===== src/rtl/bcd_cal_pkg.sv =====
package bcd_cal_pkg;
  localparam int TIME_W  = 32;
  localparam int DIG_W   = 4;
  localparam int YEAR_DIGITS = 4;
  localparam int YEAR_W  = DIG_W * YEAR_DIGITS;
  localparam int SEC_MAX  = 59;
  localparam int MIN_MAX  = 59;
  localparam int HOUR_MAX = 23;
  localparam int WDAY_MAX = 7;
  localparam int MON_MAX  = 12;

  // packed fields: sec[5:0] min[11:6] hour[16:12] wday[19:17] mday[24:20] mon[28:25]
  typedef struct packed {
    logic [3:0] mon;
    logic [4:0] mday;
    logic [2:0] wday;
    logic [4:0] hour;
    logic [5:0] min;
    logic [5:0] sec;
  } cal_time_t;

  localparam int FIELD_W = $bits(cal_time_t);
  localparam int SPARE_W = TIME_W - FIELD_W;

  function automatic logic bcd_byte_div4(input logic [7:0] b);
    logic [3:0] u;
    u = b[3:0];
    if (!b[4]) return (u == 4'd0) || (u == 4'd4) || (u == 4'd8);
    else       return (u == 4'd2) || (u == 4'd6);
  endfunction

  function automatic logic bcd_is_leap(input logic [15:0] y);
    if (y[7:0] == 8'h00) return bcd_byte_div4(y[15:8]);
    else                 return bcd_byte_div4(y[7:0]);
  endfunction

  function automatic logic [4:0] month_days(input logic [3:0] mon, input logic leap);
    case (mon)
      4'd2:                      return leap ? 5'd29 : 5'd28;
      4'd4, 4'd6, 4'd9, 4'd11:   return 5'd30;
      default:                   return 5'd31;
    endcase
  endfunction
endpackage


===== src/rtl/cal_time_inc.sv =====
module cal_time_inc
  import bcd_cal_pkg::*;
(
  input  cal_time_t cur_i,
  input  logic      leap_i,
  output cal_time_t nxt_o,
  output logic      year_carry_o
);
  logic c_min, c_hour, c_day, c_mon;
  logic [4:0] dim;

  always_comb begin
    nxt_o = cur_i;
    dim   = month_days(cur_i.mon, leap_i);
    c_min = 1'b0; c_hour = 1'b0; c_day = 1'b0; c_mon = 1'b0;

    if (cur_i.sec >= 6'(SEC_MAX)) begin
      nxt_o.sec = '0; c_min = 1'b1;
    end else nxt_o.sec = cur_i.sec + 6'd1;

    if (c_min) begin
      if (cur_i.min >= 6'(MIN_MAX)) begin
        nxt_o.min = '0; c_hour = 1'b1;
      end else nxt_o.min = cur_i.min + 6'd1;
    end

    if (c_hour) begin
      if (cur_i.hour >= 5'(HOUR_MAX)) begin
        nxt_o.hour = '0; c_day = 1'b1;
      end else nxt_o.hour = cur_i.hour + 5'd1;
    end

    if (c_day) begin
      nxt_o.wday = (cur_i.wday >= 3'(WDAY_MAX)) ? 3'd1 : cur_i.wday + 3'd1;
      if (cur_i.mday >= dim) begin
        nxt_o.mday = 5'd1; c_mon = 1'b1;
      end else nxt_o.mday = cur_i.mday + 5'd1;
    end

    if (c_mon) begin
      if (cur_i.mon >= 4'(MON_MAX)) begin
        nxt_o.mon = 4'd1; year_carry_o = 1'b1;
      end else begin
        nxt_o.mon = cur_i.mon + 4'd1; year_carry_o = 1'b0;
      end
    end else year_carry_o = 1'b0;
  end

  // R4 weekday wrap at day end
  always_comb begin
    if (cur_i.sec == 6'd59 && cur_i.min == 6'd59 && cur_i.hour == 5'd23 && cur_i.wday == 3'd7)
      p_wday_wrap_r4: assert (nxt_o.wday == 3'd1);
  end
endmodule


===== src/rtl/bcd_year_inc.sv =====
module bcd_year_inc #(
  parameter int DIGITS = 4,
  parameter int DW     = 4,
  localparam int W     = DIGITS * DW
) (
  input  logic [W-1:0] year_i,
  input  logic         inc_i,
  output logic [W-1:0] year_o
);
  logic [DIGITS:0] carry;
  assign carry[0] = inc_i;

  for (genvar g = 0; g < DIGITS; g++) begin : g_digit
    logic [DW-1:0] d;
    assign d = year_i[g*DW +: DW];
    always_comb begin
      if (!carry[g]) begin
        year_o[g*DW +: DW] = d;
        carry[g+1] = 1'b0;
      end else if (d >= DW'(9)) begin
        year_o[g*DW +: DW] = '0;
        carry[g+1] = 1'b1;
      end else begin
        year_o[g*DW +: DW] = d + DW'(1);
        carry[g+1] = 1'b0;
      end
    end
  end

  // R7 top-of-range wrap
  always_comb begin
    if (inc_i && year_i == {DIGITS{DW'(9)}})
      p_year_wrap_r7: assert (year_o == '0);
  end
endmodule


===== src/rtl/cal_alarm.sv =====
module cal_alarm #(
  parameter int TW = 32,
  parameter int YW = 16
) (
  input  logic          clk_i,
  input  logic          rst_ni,
  input  logic          adv_i,
  input  logic [TW-1:0] time_nxt_i,
  input  logic [YW-1:0] year_nxt_i,
  input  logic [TW-1:0] time_match_i,
  input  logic [YW-1:0] year_match_i,
  output logic          alarm_o
);
  logic hit;
  assign hit = adv_i && (time_nxt_i == time_match_i) && (year_nxt_i == year_match_i);

  always_ff @(posedge clk_i or negedge rst_ni) begin
    if (!rst_ni) alarm_o <= 1'b0;
    else         alarm_o <= hit;
  end

  // R9 alarm never lasts two cycles: the seconds field moves on every advance
  p_alarm_pulse_r9: assert property (@(posedge clk_i) disable iff (!rst_ni)
    alarm_o |=> !alarm_o);
endmodule


===== src/rtl/bcd_cal_rtc.sv =====
module bcd_cal_rtc
  import bcd_cal_pkg::*;
(
  input  logic              clk_i,
  input  logic              rst_ni,
  input  logic              tick_i,
  input  logic              time_load_i,
  input  logic [TIME_W-1:0] time_load_val_i,
  input  logic              year_load_i,
  input  logic [YEAR_W-1:0] year_load_val_i,
  input  logic [TIME_W-1:0] time_match_i,
  input  logic [YEAR_W-1:0] year_match_i,
  output logic [TIME_W-1:0] time_o,
  output logic [YEAR_W-1:0] year_o,
  output logic              alarm_o
);
  localparam cal_time_t   RST_TIME = '{mon: 4'd1, mday: 5'd1, wday: 3'd7,
                                       hour: '0, min: '0, sec: '0};
  localparam logic [YEAR_W-1:0] RST_YEAR = YEAR_W'(16'h2000);

  cal_time_t           time_q, time_nxt;
  logic [SPARE_W-1:0]  spare_q;
  logic [YEAR_W-1:0]   year_q, year_nxt;
  logic                adv, year_carry, leap;

  assign adv  = tick_i && !time_load_i && !year_load_i;
  assign leap = bcd_is_leap(year_q);

  cal_time_inc u_time_inc (
    .cur_i        (time_q),
    .leap_i       (leap),
    .nxt_o        (time_nxt),
    .year_carry_o (year_carry)
  );

  bcd_year_inc #(.DIGITS(YEAR_DIGITS), .DW(DIG_W)) u_year_inc (
    .year_i (year_q),
    .inc_i  (year_carry),
    .year_o (year_nxt)
  );

  always_ff @(posedge clk_i or negedge rst_ni) begin
    if (!rst_ni) begin
      time_q  <= RST_TIME;
      spare_q <= '0;
      year_q  <= RST_YEAR;
    end else begin
      if (time_load_i) begin
        time_q  <= cal_time_t'(time_load_val_i[FIELD_W-1:0]);
        spare_q <= time_load_val_i[TIME_W-1:FIELD_W];
      end else if (adv) begin
        time_q  <= time_nxt;
      end
      if (year_load_i)  year_q <= year_load_val_i;
      else if (adv)     year_q <= year_nxt;
    end
  end

  cal_alarm #(.TW(TIME_W), .YW(YEAR_W)) u_alarm (
    .clk_i        (clk_i),
    .rst_ni       (rst_ni),
    .adv_i        (adv),
    .time_nxt_i   ({spare_q, time_nxt}),
    .year_nxt_i   (year_nxt),
    .time_match_i (time_match_i),
    .year_match_i (year_match_i),
    .alarm_o      (alarm_o)
  );

  assign time_o = {spare_q, time_q};
  assign year_o = year_q;

  p_hold_r2: assert property (@(posedge clk_i) disable iff (!rst_ni)
    (!tick_i && !time_load_i && !year_load_i) |=> ($stable(time_o) && $stable(year_o)));

  p_sec_step_r2: assert property (@(posedge clk_i) disable iff (!rst_ni)
    (adv && time_o[5:0] < 6'd59) |=> (time_o[5:0] == $past(time_o[5:0]) + 6'd1));

  p_load_time_r8: assert property (@(posedge clk_i) disable iff (!rst_ni)
    time_load_i |=> (time_o == $past(time_load_val_i)));

  p_load_year_r8: assert property (@(posedge clk_i) disable iff (!rst_ni)
    year_load_i |=> (year_o == $past(year_load_val_i)));

  p_no_alarm_on_load_r10: assert property (@(posedge clk_i) disable iff (!rst_ni)
    (time_load_i || year_load_i) |=> !alarm_o);
endmodule


===== config.mk =====
export PLATFORM = sky130hd
export DESIGN_NAME = bcd_cal_rtc
export DESIGN_NICKNAME = d
export VERILOG_FILES = /design/src/rtl/bcd_cal_pkg.sv /design/src/rtl/cal_time_inc.sv /design/src/rtl/bcd_year_inc.sv /design/src/rtl/cal_alarm.sv /design/src/rtl/bcd_cal_rtc.sv
export SDC_FILE = /design/constraint.sdc
export NUM_CORES = 1
export LEC_CHECK = 0
export ABC_CLOCK_PERIOD_IN_PS = 4900
export BUFFER_PORTS_ARGS = -buffer_cell sky130_fd_sc_hd__buf_2
export CAP_MARGIN = 20
export CORE_UTILIZATION = 53
export CTS_CLUSTER_SIZE = 14
export DETAILED_ROUTE_END_ITERATION = 8
export MAX_ROUTING_LAYER = met4
export PLACE_DENSITY = 0.82
export SLEW_MARGIN = 30
export SYNTH_ARGS = -nofsm -noshare
export SYNTH_HDL_FRONTEND = slang
export SYNTH_SLANG_ARGS = --single-unit

===== constraint.sdc =====
create_clock -name clk_i -period 4.9 [get_ports clk_i]
set_input_delay 0.735 -clock clk_i [delete_from_list [all_inputs] [get_ports clk_i]]
set_output_delay 0.735 -clock clk_i [all_outputs]
set_load 0.005 [all_outputs]

==> impl_metrics.toml, run 1 <==
[clock_network]
cts_resized = 0
cts-htree-levels = 2
cts_tree = "built"
clk_pin_slew_worst_paths_ps = 100
postCtsSetupBuffers = 0
ctsHoldBuffers = 0
clock_path_buffers = 2
cts_made_buffers = 5
clock_latency_ps = 320
cts_sinks = 49
clockRootBuffer = "clkbuf_8"

[routing]
drt_iter0_drc = 338
drc_errors = 8
num_vias = 5440
firstDrtPassIters = 7
drtAntennaViolNets = 0
drt-total-wl_um = 16200
wl_per_cell_um = 18.3
viasPerCell = 6.13

[power_and_ir_drop]
leakage_nw = 2.57
vdd_drop_max_mv = 0.133
total_power_mw = 1.23
power_density_mw_per_mm2 = 211

[global_routing]
grt_pass1_wl_um = 26100
track_usage = 0.351
globalRoute.totalOverflow = 0
grt_pass1_vias = 5159
grt_start_max_net_pins = 62
grt_antenna_before_repair = 0

[timing]
tns_ps = 0
hold_viol_final = 0
rsz0062_at_grt = "no"
fmax_mhz = 223
relSlewSlack = 0.554
finalMaxSlewViolations = 0
post-route-min-period_ps = 4480
final.setup_skew_ps = 13.5
setup_viol = 0
min_period_over_period = 0.915
tightest_slew_ps = 669

[cells_and_area]
fillers = 771
area_delta_synth_final_pct = 19.1
antenna_cells = 0
drive_gt1_frac = 0.250
multi_input_area_mm2 = 0.00344
fin_area_mm2 = 0.00582
fin_nets = 908
seqCellArea_mm2 = 0.00123

[run_status]
status = "finished, violations left"
violations = "design-rule violations"

[place]
place_congestion = 0.996
dpl_cell_area_mm2 = 0.00570
port_buffers = 149
hpwlAfterDp_um = 12800

[synthesis]
netlist_area_mm2 = 0.00489
yosysWarnings = 0
synth-seq-cells = 49
syn_avg_cell_area_um2 = 7.58
synthFlopType = "dfrtp_1"
synth_edf_count = 0
synth_cell_types = 63
syn_nets = 775
synthCells = 645
async_flop_share = 1.00
seq_area_frac_synth = 0.252

[floorplan]
io_pins = 150
start_util = 0.555
die_x_um = 98.0
core-area_mm2 = 0.00881
fp-row-count = 34
fp.dieH_um = 98.0
die_area_mm2 = 0.00961

[min_path]
hold_class = "input port to asynchronous set/reset pin"

[worst_setup_path]
critPathLaunchType = "flip-flop"
required_ps = 5120
crit_arrival_ps = 4700
critical_path_class = "flip-flop to flip-flop"
crit_fanout = 10
end_kind = "flip-flop"

[run]
drv_cap = 0
==> synth_stat cells (3+ instances only) <==
master | count | area share
nor3_1 | 25 | 0.026
o31ai_1 | 7 | 0.011
dfstp_2 | 6 | 0.032
nor2_1 | 44 | 0.034
and3_1 | 9 | 0.012
and2_1 | 7 | 0.0090
nand3b_1 | 4 | 0.0061
nor3b_1 | 6 | 0.0092
nand4_1 | 7 | 0.0090
nor4_1 | 6 | 0.0077
o22ai_1 | 6 | 0.0077
xor2_1 | 15 | 0.027
nand2_1 | 91 | 0.070
nand3_1 | 24 | 0.025
nand2b_1 | 11 | 0.014
o21ai_0 | 78 | 0.080
a31oi_1 | 7 | 0.0090
a22oi_1 | 5 | 0.0077
buf_2 | 10 | 0.010
a21oi_1 | 39 | 0.040
nor4b_1 | 3 | 0.0054
a21o_1 | 5 | 0.0077
a221oi_1 | 3 | 0.0054
dfrtp_1 | 43 | 0.22
or4_1 | 5 | 0.0077
mux2i_1 | 12 | 0.025
o2111ai_1 | 3 | 0.0054
nor2b_1 | 3 | 0.0038
a211oi_1 | 4 | 0.0061
or3_1 | 3 | 0.0038
ha_1 | 29 | 0.074
xnor2_1 | 30 | 0.054
mux2_2 | 7 | 0.016
inv_1 | 20 | 0.015
o311ai_0 | 5 | 0.0090
clkbuf_1 | 23 | 0.018
o211ai_1 | 6 | 0.0092
==> state kept, by name, indices dropped and copies added, names as in the netlist <==
register         cells
time_o              29
year_o              16
spare_q              3
u_alarm.alarm_o      1
==> logic make-up (layout without fill, tap and decap cells) <==
kind of cell               count (synthesis)  count (layout)  synth area share
AOI/OAI and AO/OA                        191             191             0.244
DFF                                       49              49             0.252
and+or+nand+nor                          257             257             0.259
xor gates and xnor gates                  46              46            0.0840
muxes                                     19              19            0.0407
buffers and inverters                     54             188            0.0456
adders and majority gates                 29              29            0.0743
==> power by group <==
group,internal (mW),leakage [nW],switching (mW)
logic,0.188,1.93,0.240
registers,0.444,0.584,0.0758
clock network,0.128,0.0542,0.151
==> cell type report <==
cell class,count,share of cell area
Clock inverter,1,0.000860
Timing Repair Buffer,160,0.143
Sequential cell,49,0.212
Inverter,20,0.0129
Clock buffer,7,0.0166
Tap cell,108,0.0232
Multi-Input combinational cell,542,0.592
==> worst paths after layout <==
path                       cells after the start        from  slack [ps]              end
setup / recovery                              17   year_o[0]         420  u_alarm.alarm_o
hold / removal                                 2      rst_ni         520        time_o[8]
setup reg to reg                              17   year_o[0]         420  u_alarm.alarm_o
hold reg to reg                                1  spare_q[0]         570       spare_q[0]
max in group asynchronous                      2      rst_ni        3910       time_o[23]
min in group clk_i                             1  spare_q[0]         570       spare_q[0]
==> per-stage QoR <==
stage,utilization,hold slack [ps],cells,setup slack [ps]
2_1_floorplan,-,439,645,1120
3_3_place_gp,0.647,537,879,656
3_5_place_dp,0.647,550,879,486
4_1_cts,0.659,554,887,463
5_1_grt,0.661,595,887,51.6
6_report,0.661,518,887,418
==> critical path, stage by stage, from the launching register on <==
cell,delay (ps)
dfrtp_1,480
inv_1,180
ha_1,180
nand2b_1,70
nor4_1,320
o221ai_1,170
o21ai_0,220
a21oi_1,140
ha_1,290
nand2b_1,110
a21o_1,190
nand3_1,260
nor2_2,440
mux2i_1,260
xor2_1,170
o211ai_1,110
or4_1,560
nor4_2,220
==> metal layers <==
metal	share of wire	wire length, µm	track usage
met5	0	0	-
met4	0.023	369	0.0979
met3	0.073	1190	0.0408
met1	0.44	7130	0.461
met2	0.47	7560	0.570
==> cell usage in the layout (no fill, tap or decap), types with 7 or more instances in the layout <==
cell | Yosys | final
nand2b_1 | 11 | 11
xor2_1 | 15 | 15
and2_1 | 7 | 7
buf_4 | 0 | 12
mux2i_1 | 12 | 12
buf_2 | 10 | 148
o31ai_1 | 7 | 7
nand2_1 | 91 | 91
o21ai_0 | 78 | 78
inv_1 | 20 | 20
nand3_1 | 24 | 24
dfrtp_1 | 43 | 43
xnor2_1 | 30 | 30
ha_1 | 29 | 29
nor3_1 | 25 | 25
a21oi_1 | 39 | 39
nor2_1 | 44 | 44
clkbuf_8 | 0 | 7
mux2_2 | 7 | 7
nand4_1 | 7 | 7
a31oi_1 | 7 | 7
and3_1 | 9 | 9
No activity file was read; power rests on OpenSTA's default activity.
==> run 2, diff against run 1 <==
--- a/config.mk
+++ b/config.mk
@@ -5,6 +5,7 @@
 export SDC_FILE = /design/constraint.sdc
 export NUM_CORES = 1
 export LEC_CHECK = 0
+export ABC_AREA = 1
 export ABC_CLOCK_PERIOD_IN_PS = 4900
 export BUFFER_PORTS_ARGS = -buffer_cell sky130_fd_sc_hd__buf_2
 export CAP_MARGIN = 20
==> run 2 against run 1 <==
Effect of this change: the run now ends clean; power increased by 6.8%; wire length decreased by 14%; setup slack improved by 880 ps; sequential cell count unchanged; sequential share of layout area increased by 0.32 points; critical path depth increased by 7; final area decreased by 1.5%; worst hold slack improved by 13 ps; clock power decreased by 12%; sequential power increased by 3%; critical path type unchanged; critical endpoint unchanged.
==> impl_metrics.toml, run 2 <==
[run_status]
status = "finished, final reports clean"

[clock_network]
cts_resized = 0
cts_made_buffers = 5
cts_tree = "built"
clock_latency_ps = 300
ctsHoldBuffers = 0
cts_sinks = 49
clock_path_buffers = 2
clockRootBuffer = "clkbuf_8"
cts-htree-levels = 2
postCtsSetupBuffers = 0
clk_pin_slew_worst_paths_ps = 100

[timing]
hold_slack_ps = 531
min_period_over_period = 0.735
hold_viol_final = 0
relSlewSlack = 0.451
setup_viol = 0
final.setup_skew_ps = 11.8
rsz0062_at_grt = "no"
post-route-min-period_ps = 3600
tns_ps = 0
fmax_mhz = 278
tightest_slew_ps = 822
finalMaxSlewViolations = 0

[cells_and_area]
final_cells = 1010
layout_common_cells = "257 x nand2_1, 149 x buf_2, 89 x inv_1, 68 x nor2_1, 66 x nand3_1"
largest_register_ffs = 29
antenna_cells = 0
final_util = 0.654
drive_gt1_frac = 0.214
fin_nets = 1031
area_delta_synth_final_pct = 18.6
layout_commonest_cell = "nand2_1"

[floorplan]
die_x_um = 97.5
core-area_mm2 = 0.00876
start_util = 0.551
fp-row-count = 34
die_area_mm2 = 0.00950
fp.dieH_um = 97.5
io_pins = 150

[place]
placed_cells = 1002
hpwlAfterDp_um = 10900
port_buffers = 149
place_congestion = 0.923

[synthesis]
synthFlopType = "dfrtp_1"
syn_avg_cell_area_um2 = 6.34
syn_nets = 892
synth_edf_count = 0
seq_area_frac_synth = 0.255
yosys.area.top_type = "dfrtp_1"
synth-seq-cells = 49
synth_common_cells = "257 x nand2_1, 89 x inv_1, 69 x nor2_1, 66 x nand3_1, 43 x dfrtp_1"
async_flop_share = 1.00
yosysWarnings = 0
synth_top_area_frac = 0.223
synthTopCellsByArea = "dfrtp_1 22%, nand2_1 20%, ha_1 7.5%, inv_1 6.9%, nand3_1 6.8%"
netlist_area_mm2 = 0.00483
synth_cell_types = 41
synthCells = 762
synth_most_common_cell = "nand2_1"

[global_routing]
grt_start_max_net_pins = 53
globalRoute.totalOverflow = 0
track_usage = 0.302
grt_pass1_wl_um = 23400
grt_antenna_before_repair = 0
grt_pass1_vias = 5025

[routing]
wl_per_cell_um = 13.8
firstDrtPassIters = 5
drt-total-wl_um = 14000
drc_errors = 0
viasPerCell = 5.42
num_vias = 5475
drtAntennaViolNets = 0
drt_iter0_drc = 282

[power_and_ir_drop]
power_switching_uw = 537
pwr-share-comb = 0.404
power.internal_uw = 773
vdd_drop_max_mv = 0.133
seq_power_share = 0.408
clkPwrFrac = 0.187
sw_frac_of_total = 0.410
leakage_nw = 3.28
power_density_mw_per_mm2 = 229

[worst_setup_path]
critical_path_class = "flip-flop to flip-flop"
crit_arrival_ps = 3850
critPathLaunchType = "flip-flop"
crit_fanout = 11
required_ps = 5150
end_kind = "flip-flop"

[min_path]
hold_class = "flip-flop to flip-flop"

[run]
drv_cap = 0
## run 2: cell types whose count changed in the layout (fill, tap and decap cells not counted), moves of 10 or more
cell,before,now
nand2_1,91,257
o211ai_1,6,16
o22ai_1,6,16
o21ai_0,78,25
xnor2_1,30,4
mux2i_1,12,0
nor3_1,25,2
nand2b_1,11,0
nand3_1,24,66
nor2_1,44,68
inv_1,20,89
## run 2: per-stage QoR
step | setup WS [ps] | power [mW] | area, µm²
floorplan | 1930 | 0.875 | 4830
global placement | 1370 | 1.05 | 5650
detailed placement | 1300 | 1.07 | 5650
CTS | 1280 | 1.31 | 5730
global route | 982 | 1.42 | 5730
finish | 1300 | 1.31 | 5730
## run 2: logic make-up (layout without fill, tap and decap cells)
logic type      count (synthesis)  in the layout  synth area share
fa+ha+maj                      29             29            0.0751
buf+inv                       114            254            0.0914
simple gates                  439            439             0.409
flops                          49             49             0.255
xor+xnor                       11             11            0.0199
compound gates                120            120             0.149
## run 2: path summary, 6_finish.rpt
kind | depth (start not counted) | from | slack, ps | end
hold / removal | 2 | spare_q[0] | 530 | spare_q[0]
max in group asynchronous | 2 | rst_ni | 3920 | time_o[7]
setup reg to reg | 24 | year_o[4] | 1300 | u_alarm.alarm_o
setup / recovery | 24 | year_o[4] | 1300 | u_alarm.alarm_o
min in group asynchronous | 2 | rst_ni | 540 | year_o[14]
hold reg to reg | 2 | spare_q[0] | 530 | spare_q[0]
## run 2: worst max-delay path: stages (launching register included)
cell and delay (ps):
dfrtp_1 470, inv_1 220, ha_1 180, nand3_1 70, nor3_1 210, a211o_1 140
a31o_2 140, inv_1 40, ha_1 260, inv_1 30, nand2_1 40, nand2_1 40
nand2_1 50, nand2_1 170, inv_2 210, nand3_2 230, nor2_1 280, o21ai_1 130
nand2_1 100, nand2_1 50, nand2_1 90, nand3_1 90, nor2_1 100, nand3_1 80
nor2_1 100
## run 2: final cells by class
class / instances / area [µm²]
clock inverters: 2 / 10.0
clock buffers: 6 / 72.6
inverters: 94 / 353
multi-input cells: 599 / 3160
fillers: 812 / 3030
repair buffers: 152 / 768
flip-flops and latches: 49 / 1230
well taps: 108 / 135
## run 2: power groups by stage
stage | registers (mW) | clock network [mW] | logic (mW)
after floorplan | 0.530 | 0 | 0.345
after global placement | 0.539 | 0 | 0.512
after CTS | 0.534 | 0.252 | 0.529
after detailed placement | 0.541 | 0 | 0.527
after global routing | 0.544 | 0.266 | 0.608
final | 0.535 | 0.246 | 0.530
## run 2: per-layer routing
metal / global-route usage / routed length (µm) / vias to the layer above
met3: 0.0266 / 988 / 12
met2: 0.519 / 6790 / 216
met1: 0.394 / 6080 / 2469
li1: - / - / 2778
met5: - / 0 / -
met4: 0.0486 / 105 / 0
